**src/rtl/tu_pkg.sv**
```systemverilog
package tu_pkg;
  // Status word field positions
  localparam int ST_SUP     = 0;
  localparam int ST_PSUP    = 1;
  localparam int ST_IEN     = 2;
  localparam int ST_PIEN    = 3;
  localparam int ST_SUP64   = 4;
  localparam int ST_USR64   = 5;
  localparam int ST_IM_LSB  = 8;

  // Status value at reset, excluding the mask: supervisor, both 64-bit modes
  localparam logic [7:0] ST_RESET_LOW = 8'h31;
  // Writable bits of the low byte
  localparam logic [7:0] ST_WR_LOW    = 8'h3F;

  typedef enum logic [1:0] {
    SRC_NONE = 2'd0,
    SRC_EXC  = 2'd1,
    SRC_IRQ  = 2'd2
  } trap_src_e;
endpackage

```
**src/rtl/tu_irq_select.sv**
```systemverilog
module tu_irq_select #(
  parameter int NIRQ = 8,
  localparam int IDXW = (NIRQ > 1) ? $clog2(NIRQ) : 1
) (
  input  logic            clk,
  input  logic            rst_n,
  input  logic [NIRQ-1:0] pending,
  input  logic [NIRQ-1:0] mask,
  input  logic            enable,
  output logic            hit,
  output logic [IDXW-1:0] idx,
  output logic [NIRQ-1:0] grant
);
  logic [NIRQ-1:0] req;
  logic [NIRQ:0]   seen;   // seen[i]: some lower line already requested

  assign req     = pending & mask & {NIRQ{enable}};
  assign seen[0] = 1'b0;

  genvar g;
  generate
    for (g = 0; g < NIRQ; g++) begin : g_chain
      assign grant[g]  = req[g] & ~seen[g];
      assign seen[g+1] = seen[g] | req[g];
    end
  endgenerate

  assign hit = seen[NIRQ];

  always_comb begin
    idx = '0;
    for (int i = 0; i < NIRQ; i++) begin
      if (grant[i]) idx = idx | IDXW'(i);
    end
  end

  AST_ONE_GRANT: assert property (@(posedge clk) disable iff (!rst_n)
    $onehot0(grant)) else $error("more than one grant");

  AST_GRANT_QUALIFIED: assert property (@(posedge clk) disable iff (!rst_n)
    hit |-> (enable && ((pending & mask) != '0))) else $error("unqualified grant");

  AST_LOWEST_WINS: assert property (@(posedge clk) disable iff (!rst_n)
    hit |-> (((pending & mask) & ~({NIRQ{1'b1}} << idx)) == '0)) else $error("lower line skipped");
endmodule

```
**src/rtl/tu_status_reg.sv**
```systemverilog
module tu_status_reg #(
  parameter int NIRQ = 8,
  localparam int SRW = tu_pkg::ST_IM_LSB + NIRQ
) (
  input  logic           clk,
  input  logic           rst_n,
  input  logic           take,
  input  logic           wr_en,
  input  logic [SRW-1:0] wr_data,
  output logic [SRW-1:0] status_q
);
  import tu_pkg::*;

  localparam logic [SRW-1:0] WR_MASK  = {{NIRQ{1'b1}}, ST_WR_LOW};
  localparam logic [SRW-1:0] RST_VAL  = {{NIRQ{1'b0}}, ST_RESET_LOW};

  logic [SRW-1:0] entered;

  always_comb begin
    entered           = status_q;
    entered[ST_SUP]   = 1'b1;
    entered[ST_IEN]   = 1'b0;
    entered[ST_PSUP]  = status_q[ST_SUP];
    entered[ST_PIEN]  = status_q[ST_IEN];
  end

  always_ff @(posedge clk or negedge rst_n) begin
    if (!rst_n)     status_q <= RST_VAL;
    else if (take)  status_q <= entered;
    else if (wr_en) status_q <= wr_data & WR_MASK;
  end

  AST_ENTER_SUP: assert property (@(posedge clk) disable iff (!rst_n)
    take |=> (status_q[ST_SUP] && !status_q[ST_IEN])) else $error("trap mode wrong");

  AST_PREV_SAVED: assert property (@(posedge clk) disable iff (!rst_n)
    take |=> (status_q[ST_PSUP] == $past(status_q[ST_SUP]) &&
              status_q[ST_PIEN] == $past(status_q[ST_IEN]))) else $error("prev bits lost");

  AST_MODE_KEPT: assert property (@(posedge clk) disable iff (!rst_n)
    take |=> $stable(status_q[SRW-1:ST_SUP64])) else $error("mode/mask changed on trap");

  AST_STATUS_HOLD: assert property (@(posedge clk) disable iff (!rst_n)
    (!take && !wr_en) |=> $stable(status_q)) else $error("status changed spontaneously");

  AST_ZERO_BITS: assert property (@(posedge clk) disable iff (!rst_n)
    status_q[7:6] == 2'b00) else $error("reserved status bits set");
endmodule

```
**src/rtl/tu_trap_regs.sv**
```systemverilog
module tu_trap_regs #(
  parameter int          XLEN     = 64,
  parameter logic [63:0] RESET_PC = 64'h2000
) (
  input  logic            clk,
  input  logic            rst_n,
  input  logic            take,
  input  logic [XLEN-1:0] cause_nxt,
  input  logic [XLEN-1:0] cur_pc,
  input  logic [XLEN-1:0] evec,
  input  logic            bad_we,
  input  logic [XLEN-1:0] bad_addr,
  output logic            redirect_valid,
  output logic [XLEN-1:0] redirect_pc,
  output logic [XLEN-1:0] cause_q,
  output logic [XLEN-1:0] epc_q,
  output logic [XLEN-1:0] badaddr_q,
  output logic            resv_clear
);
  always_ff @(posedge clk or negedge rst_n) begin
    if (!rst_n) begin
      redirect_valid <= 1'b0;
      resv_clear     <= 1'b0;
      redirect_pc    <= RESET_PC[XLEN-1:0];
      cause_q        <= '0;
      epc_q          <= '0;
    end else begin
      redirect_valid <= take;
      resv_clear     <= take;
      if (take) begin
        redirect_pc <= evec;
        cause_q     <= cause_nxt;
        epc_q       <= cur_pc;
      end
    end
  end

  always_ff @(posedge clk or negedge rst_n) begin
    if (!rst_n)      badaddr_q <= '0;
    else if (bad_we) badaddr_q <= bad_addr;
  end

  AST_REDIRECT_TARGET: assert property (@(posedge clk) disable iff (!rst_n)
    take |=> (redirect_valid && redirect_pc == $past(evec) && epc_q == $past(cur_pc)))
    else $error("redirect target or epc wrong");

  AST_REDIRECT_PULSE: assert property (@(posedge clk) disable iff (!rst_n)
    !take |=> !redirect_valid) else $error("redirect without trap");

  AST_RESV_DROP: assert property (@(posedge clk) disable iff (!rst_n)
    take |=> resv_clear) else $error("reservation kept across trap");

  AST_BADADDR_HOLD: assert property (@(posedge clk) disable iff (!rst_n)
    !bad_we |=> $stable(badaddr_q)) else $error("badaddr changed");
endmodule

```
**src/rtl/trap_entry_unit.sv**
```systemverilog
module trap_entry_unit #(
  parameter int          XLEN     = 64,
  parameter int          NIRQ     = 8,
  parameter logic [63:0] RESET_PC = 64'h2000,
  localparam int         SRW      = tu_pkg::ST_IM_LSB + NIRQ
) (
  input  logic            clk,
  input  logic            rst_n,
  input  logic            exc_valid,
  input  logic [XLEN-1:0] exc_cause,
  input  logic            exc_has_addr,
  input  logic [XLEN-1:0] exc_addr,
  input  logic [XLEN-1:0] cur_pc,
  input  logic [NIRQ-1:0] irq_pending,
  input  logic [XLEN-1:0] evec,
  input  logic            sr_wr_en,
  input  logic [SRW-1:0]  sr_wr_data,
  output logic [SRW-1:0]  status_q,
  output logic            redirect_valid,
  output logic [XLEN-1:0] redirect_pc,
  output logic [XLEN-1:0] cause_q,
  output logic [XLEN-1:0] epc_q,
  output logic [XLEN-1:0] badaddr_q,
  output logic            resv_clear
);
  import tu_pkg::*;

  localparam int IDXW = (NIRQ > 1) ? $clog2(NIRQ) : 1;

  logic            irq_hit;
  logic [IDXW-1:0] irq_idx;
  logic [NIRQ-1:0] irq_grant;
  trap_src_e       src;
  logic            take;
  logic [XLEN-1:0] irq_cause;
  logic [XLEN-1:0] cause_nxt;

  tu_irq_select #(.NIRQ(NIRQ)) u_sel (
    .clk     (clk),
    .rst_n   (rst_n),
    .pending (irq_pending),
    .mask    (status_q[SRW-1:ST_IM_LSB]),
    .enable  (status_q[ST_IEN]),
    .hit     (irq_hit),
    .idx     (irq_idx),
    .grant   (irq_grant)
  );

  // Exception outranks any qualifying interrupt
  always_comb begin
    if (exc_valid)    src = SRC_EXC;
    else if (irq_hit) src = SRC_IRQ;
    else              src = SRC_NONE;
  end

  assign take = (src != SRC_NONE);

  always_comb begin
    irq_cause              = '0;
    irq_cause[IDXW-1:0]    = irq_idx;
    if (status_q[ST_SUP64]) irq_cause[XLEN-1] = 1'b1;
    else                    irq_cause[31]     = 1'b1;
  end

  assign cause_nxt = (src == SRC_EXC) ? exc_cause : irq_cause;

  tu_status_reg #(.NIRQ(NIRQ)) u_status (
    .clk      (clk),
    .rst_n    (rst_n),
    .take     (take),
    .wr_en    (sr_wr_en),
    .wr_data  (sr_wr_data),
    .status_q (status_q)
  );

  tu_trap_regs #(.XLEN(XLEN), .RESET_PC(RESET_PC)) u_regs (
    .clk            (clk),
    .rst_n          (rst_n),
    .take           (take),
    .cause_nxt      (cause_nxt),
    .cur_pc         (cur_pc),
    .evec           (evec),
    .bad_we         (exc_valid & exc_has_addr),
    .bad_addr       (exc_addr),
    .redirect_valid (redirect_valid),
    .redirect_pc    (redirect_pc),
    .cause_q        (cause_q),
    .epc_q          (epc_q),
    .badaddr_q      (badaddr_q),
    .resv_clear     (resv_clear)
  );

  AST_EXC_WINS: assert property (@(posedge clk) disable iff (!rst_n)
    exc_valid |=> (redirect_valid && cause_q == $past(exc_cause))) else $error("exception lost");

  AST_IRQ_TOPBIT: assert property (@(posedge clk) disable iff (!rst_n)
    (!exc_valid && irq_grant != '0) |=> (cause_q[XLEN-1] || cause_q[31])) else $error("irq cause flag missing");

  AST_NO_TRAP_DISABLED: assert property (@(posedge clk) disable iff (!rst_n)
    (!exc_valid && !status_q[ST_IEN]) |=> !redirect_valid) else $error("trap while disabled");
endmodule

```
**config.mk**
```make
export PLATFORM = sky130hd
export DESIGN_NAME = trap_entry_unit
export DESIGN_NICKNAME = d
export VERILOG_FILES = /design/src/rtl/tu_pkg.sv /design/src/rtl/tu_irq_select.sv /design/src/rtl/tu_status_reg.sv /design/src/rtl/tu_trap_regs.sv /design/src/rtl/trap_entry_unit.sv
export SDC_FILE = /design/constraint.sdc
export NUM_CORES = 1
export LEC_CHECK = 0
export BUFFER_PORTS_ARGS = -buffer_cell sky130_fd_sc_hd__buf_2
export CAP_MARGIN = 40
export CORE_AREA = 5 5 213 215
export DETAILED_ROUTE_END_ITERATION = 6
export DIE_AREA = 0 0 218 220
export GPL_TIMING_DRIVEN = 0
export PLACE_DENSITY = 0.48
export SYNTH_ARGS = -nofsm -noshare
export SYNTH_HDL_FRONTEND = slang
export SYNTH_SLANG_ARGS = --single-unit
```
**constraint.sdc**
```tcl
create_clock -name clk -period 2 [get_ports clk]
set_input_delay 0.1 -clock clk [delete_from_list [all_inputs] [get_ports clk]]
set_output_delay 0.1 -clock clk [all_outputs]
set_load 0.02 [all_outputs]
```
==> results of run 1 <==
-- power groups by stage --
stage	Clock (mW)	Combinational (mW)	Sequential (mW)
floorplan	0	1.14	7.50
global placement	0	3.48	6.63
detailed placement	0	3.50	6.65
CTS	6.36	3.96	6.57
global route	6.61	4.21	6.67
finish	6.18	3.96	6.58
-- cell type report --
type / count / area (µm²) / share of cell area, %
flip-flops and latches: 271 / 6790 / 37.3
repair buffers: 840 / 5670 / 31.2
multi-input cells: 304 / 3570 / 19.6
clock buffers: 44 / 865 / 4.75
well taps: 592 / 741 / 4.07
plain buffers: 40 / 312 / 1.71
clock inverters: 12 / 241 / 1.33
inverters: 4 / 15.0 / 0.0825
-- metal layers --
layer  vias to the layer above  track usage, %
li1                       3984               -
met1                      4246            16.8
met2                       384            26.4
met3                        70            4.93
met4                         0            4.86
met5                         -               0
-- timing repair --
item,4_1_cts,5_1_grt
setup endpoints to repair,148,172
gates resized for setup,2,11
setup buffers,3,4
pin swaps,2,3
hold endpoints to repair,341,0
hold buffers,279,0
-- path summary, 6_finish.rpt --
| check | slack, ps | cells after the start | end |
|---|---|---|---|
| hold reg to reg | 480 | 1 | u_regs.epc_q[61] |
| setup / recovery | 60 | 7 | u_regs.epc_q[35] |
| min in group asynchronous | 130 | 2 | u_regs.epc_q[5] |
| setup reg to reg | 60 | 7 | u_regs.epc_q[35] |
| hold / removal | 60 | 4 | u_regs.cause_q[0] |
| max in group asynchronous | 840 | 3 | u_regs.cause_q[27] |
-- stage by stage --
stage               hold slack (ps)  instances  total power, mW  utilization (%)
global route                   57.1       2107             17.5             41.8
CTS                            20.6       2104             16.9             41.6
finish                         56.3       2107             16.7             41.8
floorplan                      -196        620             8.64                -
detailed placement              125       1766             10.1             32.6
global placement                320       1764             10.1             32.5
-- sequential cells by signal, summed over array words and instances, names as in the netlist --
signal,count
u_status.status_q,14
u_regs.redirect_pc,64
u_regs.cause_q,64
u_regs.epc_q,64
u_regs.redirect_valid,1
u_regs.badaddr_q,64
-- layout by cell type (no fill, tap or decap), types with 7 or more instances in the layout --
cell type / count
buf_2: 554
dlygate4sd3_1: 279
dfrtp_1: 266
mux2_4: 118
mux2_2: 81
a22o_1: 59
clkbuf_16: 31
clkbuf_1: 21
buf_6: 11
buf_4: 11
nand2_1: 7
bufinv_16: 7
-- worst max-delay path, cell delays in order, from the launching register on --
cell,delay [ps]
dfrtp_1,410
a22oi_2,280
a41oi_4,180
nor2_4,180
inv_2,80
buf_8,160
buf_6,170
mux2_4,310
-- kinds of logic (layout without fill, tap and decap cells) --
kind of cell,Yosys count,after routing,synth area share [%]
flip-flops,271,271,63.8
multiplexers,208,208,26.1
AO/OA/AOI/OAI,79,79,6.50
buffers and inverters,45,940,2.81
AND/OR/NAND/NOR,15,15,0.753
other,1,2,0.0352
==> impl_metrics.csv, run 1 <==
group,metric,value,unit
yosys,synth_top_area_share,62.8,%
sta,rsz0062_at_grt,"yes",
yosys,netlist_top_cells_area,"dfrtp_1 (63%), mux2_4 (17%), mux2_2 (8.6%)",
clock_network,cts_tree,"yes",
worst_setup_path,critical_path_class,"flip-flop to flip-flop",
sta,tightest_slew,672,ps
floorplan,coreArea,0.0435,mm²
detailed_routing,wl_per_cell,17.9,µm
sta,post-route-min-period,1940,ps
power,combPwrFrac,23.7,%
hold_path,hp-class,"input port to flip-flop",
yosys,syn_avg_cell_area,17.2,µm²
power,internal-power,12.0,mW
yosys,synth_cells,619,
global_route,antenna_found_initial,0,
detailed_routing,drtIter0Drc,308,
clock_network,clkSinkCount,271,
floorplan,start_util,24.4,%
global_route,track_usage,14.8,%
yosys,synth_most_common_cell,"dfrtp_1",
layout,nets,1777,
detailed_routing,num_vias,8684,
detailed_routing,top_layer_used,"met4",
clock_network,clock_latency,560,ps
worst_setup_path,crit_start,"u_status.status_q[10]",
yosys,syn_area,0.0106,mm²
floorplan,fp.dieW,218,µm
global_route,grt_pass1_wl,56.8,mm
global_route,grt_pass1_vias,9770,
sta,hold_viol,0,
yosys,seq_area_frac_synth,63.8,%
yosys,yosys_warnings,0,
global_route,grt_max_degree,116,
worst_setup_path,cp-start-kind,"flip-flop",
sta,clock_skew,22.4,ps
power,peakVddDrop,0.681,mV
detailed_routing,met2WireLength,18.8,mm
power,switching_share,28.4,%
yosys,ys.flop_type,"dfrtp_1",
sta,max_freq,515,MHz
detailed_routing,drc,0,
placed_design,place_area,0.0142,mm²
yosys,synth_cell_types,37,
detailed_routing,via_per_inst,4.12,
layout,drive_gt1_share,55.8,%
layout,fill_cells,4083,
sta,maxSlewHeadroom,55.2,%
power,seq_power_share,39.4,%
detailed_routing,drt-met1-wl,14.2,mm
run,maxCapViolations,0,
detailed_routing,ant_nets,0,
floorplan,rows,77,
placed_design,hpwl,26.9,mm
sta,setup_ws,56.8,ps
worst_setup_path,worstPathRequired,2430,ps
detailed_routing,wl_met3,3.33,mm
worst_setup_path,timing.rr.start,"u_status.status_q[10]",
sta,maxSlewViolCount,0,
worst_setup_path,worst-path-max-fanout,10,
sta,fin_tns_setup,0,ps
sta,final-setup-viol-count,0,
yosys,synthTopCellsByCount,"dfrtp_1 (267), mux2_4 (118), mux2_2 (81)",
yosys,synth-edff-count,0,
placed_design,place.gp.congestion,0.770,
power,p_leak,9.02,nW
placed_design,place_ws,-163,ps
yosys,ys_ff_latch,271,
yosys,ys_async_sr_fraction,100,%
sta,period_share,97.2,%
yosys,synth_top_area_cell,"dfrtp_1",
floorplan,dieArea,0.0480,mm²
placed_design,port_buffers,552,
clock_network,clk_pin_slew,70,ps
hold_path,min-delay-start,"irq_pending[3]",
clock_network,cts_inserted_buffers,31,
power,switching_power,4.75,mW
clock_network,clock_path_buffers,3,
power,power_density,919,mW/mm²
global_route,grt_overflow,0,
power,power_frac_clock,37.0,%
status,outcome,"finished, final reports clean",
detailed_routing,drt_pass1_iterations,4,
clock_network,htree_num_levels,1,
layout,fin_area,0.0182,mm²
clock_network,root_buffer,"clkbuf_16",
floorplan,ios,559,
layout,area_delta_synth_final,71.1,%
worst_setup_path,cp-end-kind,"flip-flop",
floorplan,die_h,220,µm
detailed_routing,wirelength,37.6,mm
layout,antenna_cells,0,
worst_setup_path,crit_arrival,2370,ps
No activity file was read; power rests on OpenSTA's default activity.
==> run 2, diff against run 1 <==
- CORE_AREA: 5 5 213 215 -> 5 5 214 216
- DIE_AREA: 0 0 218 220 -> 0 0 219 221
- PLACE_DENSITY: 0.48 -> 0.49
- SYNTH_HIERARCHICAL: unset -> 1
==> impl_metrics.csv, run 2 <==
group,metric,value,unit
floorplan,dieArea,0.0484,mm²
worst_setup_path,timing.critical_path.mode_cell,"or2_4",
detailed_routing,via_per_inst,4.08,
worst_setup_path,worst-path-max-fanout,10,
run,maxCapViolations,0,
detailed_routing,drtIter0Drc,178,
placed_design,place.gp.congestion,0.744,
yosys,syn_avg_cell_area,16.1,µm²
sta,setup_ws,-89.2,ps
global_route,grt_overflow,0,
floorplan,fp.dieW,219,µm
clock_network,cts_inserted_buffers,34,
worst_setup_path,critPathSlowestCell,"dfrtp_2",
placed_design,port_buffers,552,
worst_setup_path,max_stage_delay,440,ps
detailed_routing,met2WireLength,19.8,mm
worst_setup_path,path_buf_inv,3,
clock_network,clock_latency,520,ps
status,violations,"setup timing",
clock_network,clock_path_buffers,3,
worst_setup_path,path_delay_family,"simple AND/OR/NAND/NOR gates",
detailed_routing,top_layer_used,"met4",
layout,drive_gt1_share,59.6,%
sta,holdWs,38.8,ps
clock_network,clkSinkCount,271,
power,peakVddDrop,0.672,mV
power,combPwrFrac,28.7,%
layout,final_cell_mix,"buf_2 (554), dlygate4sd3_1 (275), dfrtp_1 (266)",
floorplan,start_util,25.0,%
sta,max_freq,479,MHz
clock_network,cts_tree,"yes",
global_route,grt_pass1_wl,58.5,mm
floorplan,ios,559,
placed_design,hpwl,27.2,mm
detailed_routing,num_vias,8873,
layout,final_core_util,42.6,%
worst_setup_path,reg2reg_depth,8,
detailed_routing,drt-met1-wl,14.0,mm
worst_setup_path,cp-start-kind,"flip-flop",
layout,antenna_cells,0,
worst_setup_path,cp.depth,8,
global_route,grt_max_degree,112,
sta,tightest_slew,644,ps
yosys,yosys_warnings,6,
sta,post-route-min-period,2090,ps
layout,multi_input_area,0.00375,mm²
clock_network,root_buffer,"clkbuf_16",
detailed_routing,wirelength,38.1,mm
global_route,track_usage,15.2,%
floorplan,coreArea,0.0437,mm²
layout,fill_cells,4100,
layout,seqCellArea,0.00679,mm²
placed_design,place_ws,-210,ps
sta,final-setup-viol-count,126,
power,internal-power,12.3,mW
power,power_density,953,mW/mm²
worst_setup_path,crit_chain,"a21boi_2 > or2_4 > nand2b_4 > or2_4 > buf_12 > buf_16 > buf_6 > mux2_2",
sta,rsz0062_at_grt,"yes",
global_route,grt_pass1_vias,10100,
detailed_routing,wl_met3,3.17,mm
clock_network,htree_num_levels,2,
sta,maxSlewHeadroom,57.0,%
power,seq_power_share,38.7,%
sta,maxSlewViolCount,0,
worst_setup_path,critical_path_class,"flip-flop to flip-flop",
hold_path,hold_depth,3,
sta,hold_viol,0,
floorplan,rows,77,
power,p_leak,8.99,nW
detailed_routing,drc,0,
worst_setup_path,crit_arrival,2490,ps
global_route,antenna_found_initial,0,
power,power_frac_clock,32.6,%
sta,period_share,104,%
layout,nets,1844,
yosys,syn_area,0.0109,mm²
clock_network,clk_pin_slew,50,ps
power,power.total,17.8,mW
power,switching_share,30.7,%
worst_setup_path,worstPathRequired,2400,ps
detailed_routing,drt_pass1_iterations,4,
hold_path,hp-class,"input port to flip-flop",
layout,area_delta_synth_final,70.2,%
detailed_routing,ant_nets,0,
floorplan,die_h,221,µm
layout,layout_commonest_cell,"buf_2",
detailed_routing,wl_per_cell,17.5,µm
sta,clock_skew,20.2,ps
yosys,synth_cells,680,
worst_setup_path,cp-end-kind,"flip-flop",
power,switching_power,5.45,mW
status,outcome,"finished, violations left",
==> run 2: worst paths after layout <==
kind	endpoint	from	slack, ps
worst max-delay path	u_regs/epc_q[30]	u_status/status_q[2]	-90
worst min-delay path	u_regs/cause_q[16]	exc_valid	40
worst max register to register	u_regs/epc_q[30]	u_status/status_q[2]	-90
worst min register to register	u_regs/cause_q[26]	u_regs/cause_q[26]	500
max in group asynchronous	u_status/status_q[2]	rst_n	870
min in group asynchronous	u_regs/redirect_pc[27]	rst_n	120
==> run 2: metrics by stage <==
stage / setup TNS (ps) / instance area (µm²) / instances
final: -4290 / 18600 / 2173
after global routing: -15120 / 18600 / 2173
after CTS: -7340 / 18600 / 2173
after detailed placement: -30490 / 14500 / 1827
after global placement: -1244390 / 14500 / 1825
after floorplan: -6860 / 10900 / 681
==> run 2: cell type report <==
type | instances | share of cell area [%]
Sequential cell | 271 | 36.5
Timing Repair Buffer | 845 | 31.2
Multi-Input combinational cell | 369 | 20.1
Clock buffer | 53 | 5.44
Tap cell | 592 | 3.98
Buffer | 38 | 2.55
Clock inverter | 5 | 0.188
==> run 2: power groups by stage <==
stage	clock [mW]	combinational (mW)	sequential, mW
3_3_place_gp	0	4.48	6.93
6_report	5.79	5.09	6.87
5_1_grt	6.24	5.43	7.00
2_1_floorplan	0	1.51	8.06
4_1_cts	6.03	5.16	6.87
3_5_place_dp	0	4.51	6.96
==> run 2: layer usage <==
metal  up-vias  global-route usage [%]
met4         0                    4.64
li1       4124                       -
met1      4338                    16.4
met5         -                       0
met3        72                    5.32
met2       339                    28.0
==> run 2: tightest hold or removal path: stages <==
cell and delay, ps:
buf_2 150, and2_1 130, mux2_2 130
==> run 2: what timing repair did <==
item | 4_1_cts | 5_1_grt
hold buffers | 275 | 0
setup buffers | 10 | 2
pin swaps | 1 | 2
endpoints found under the hold margin | 330 | 0
gates cloned | 5 | 1
setup endpoints to repair | 202 | 190
resized for setup | 24 | 8
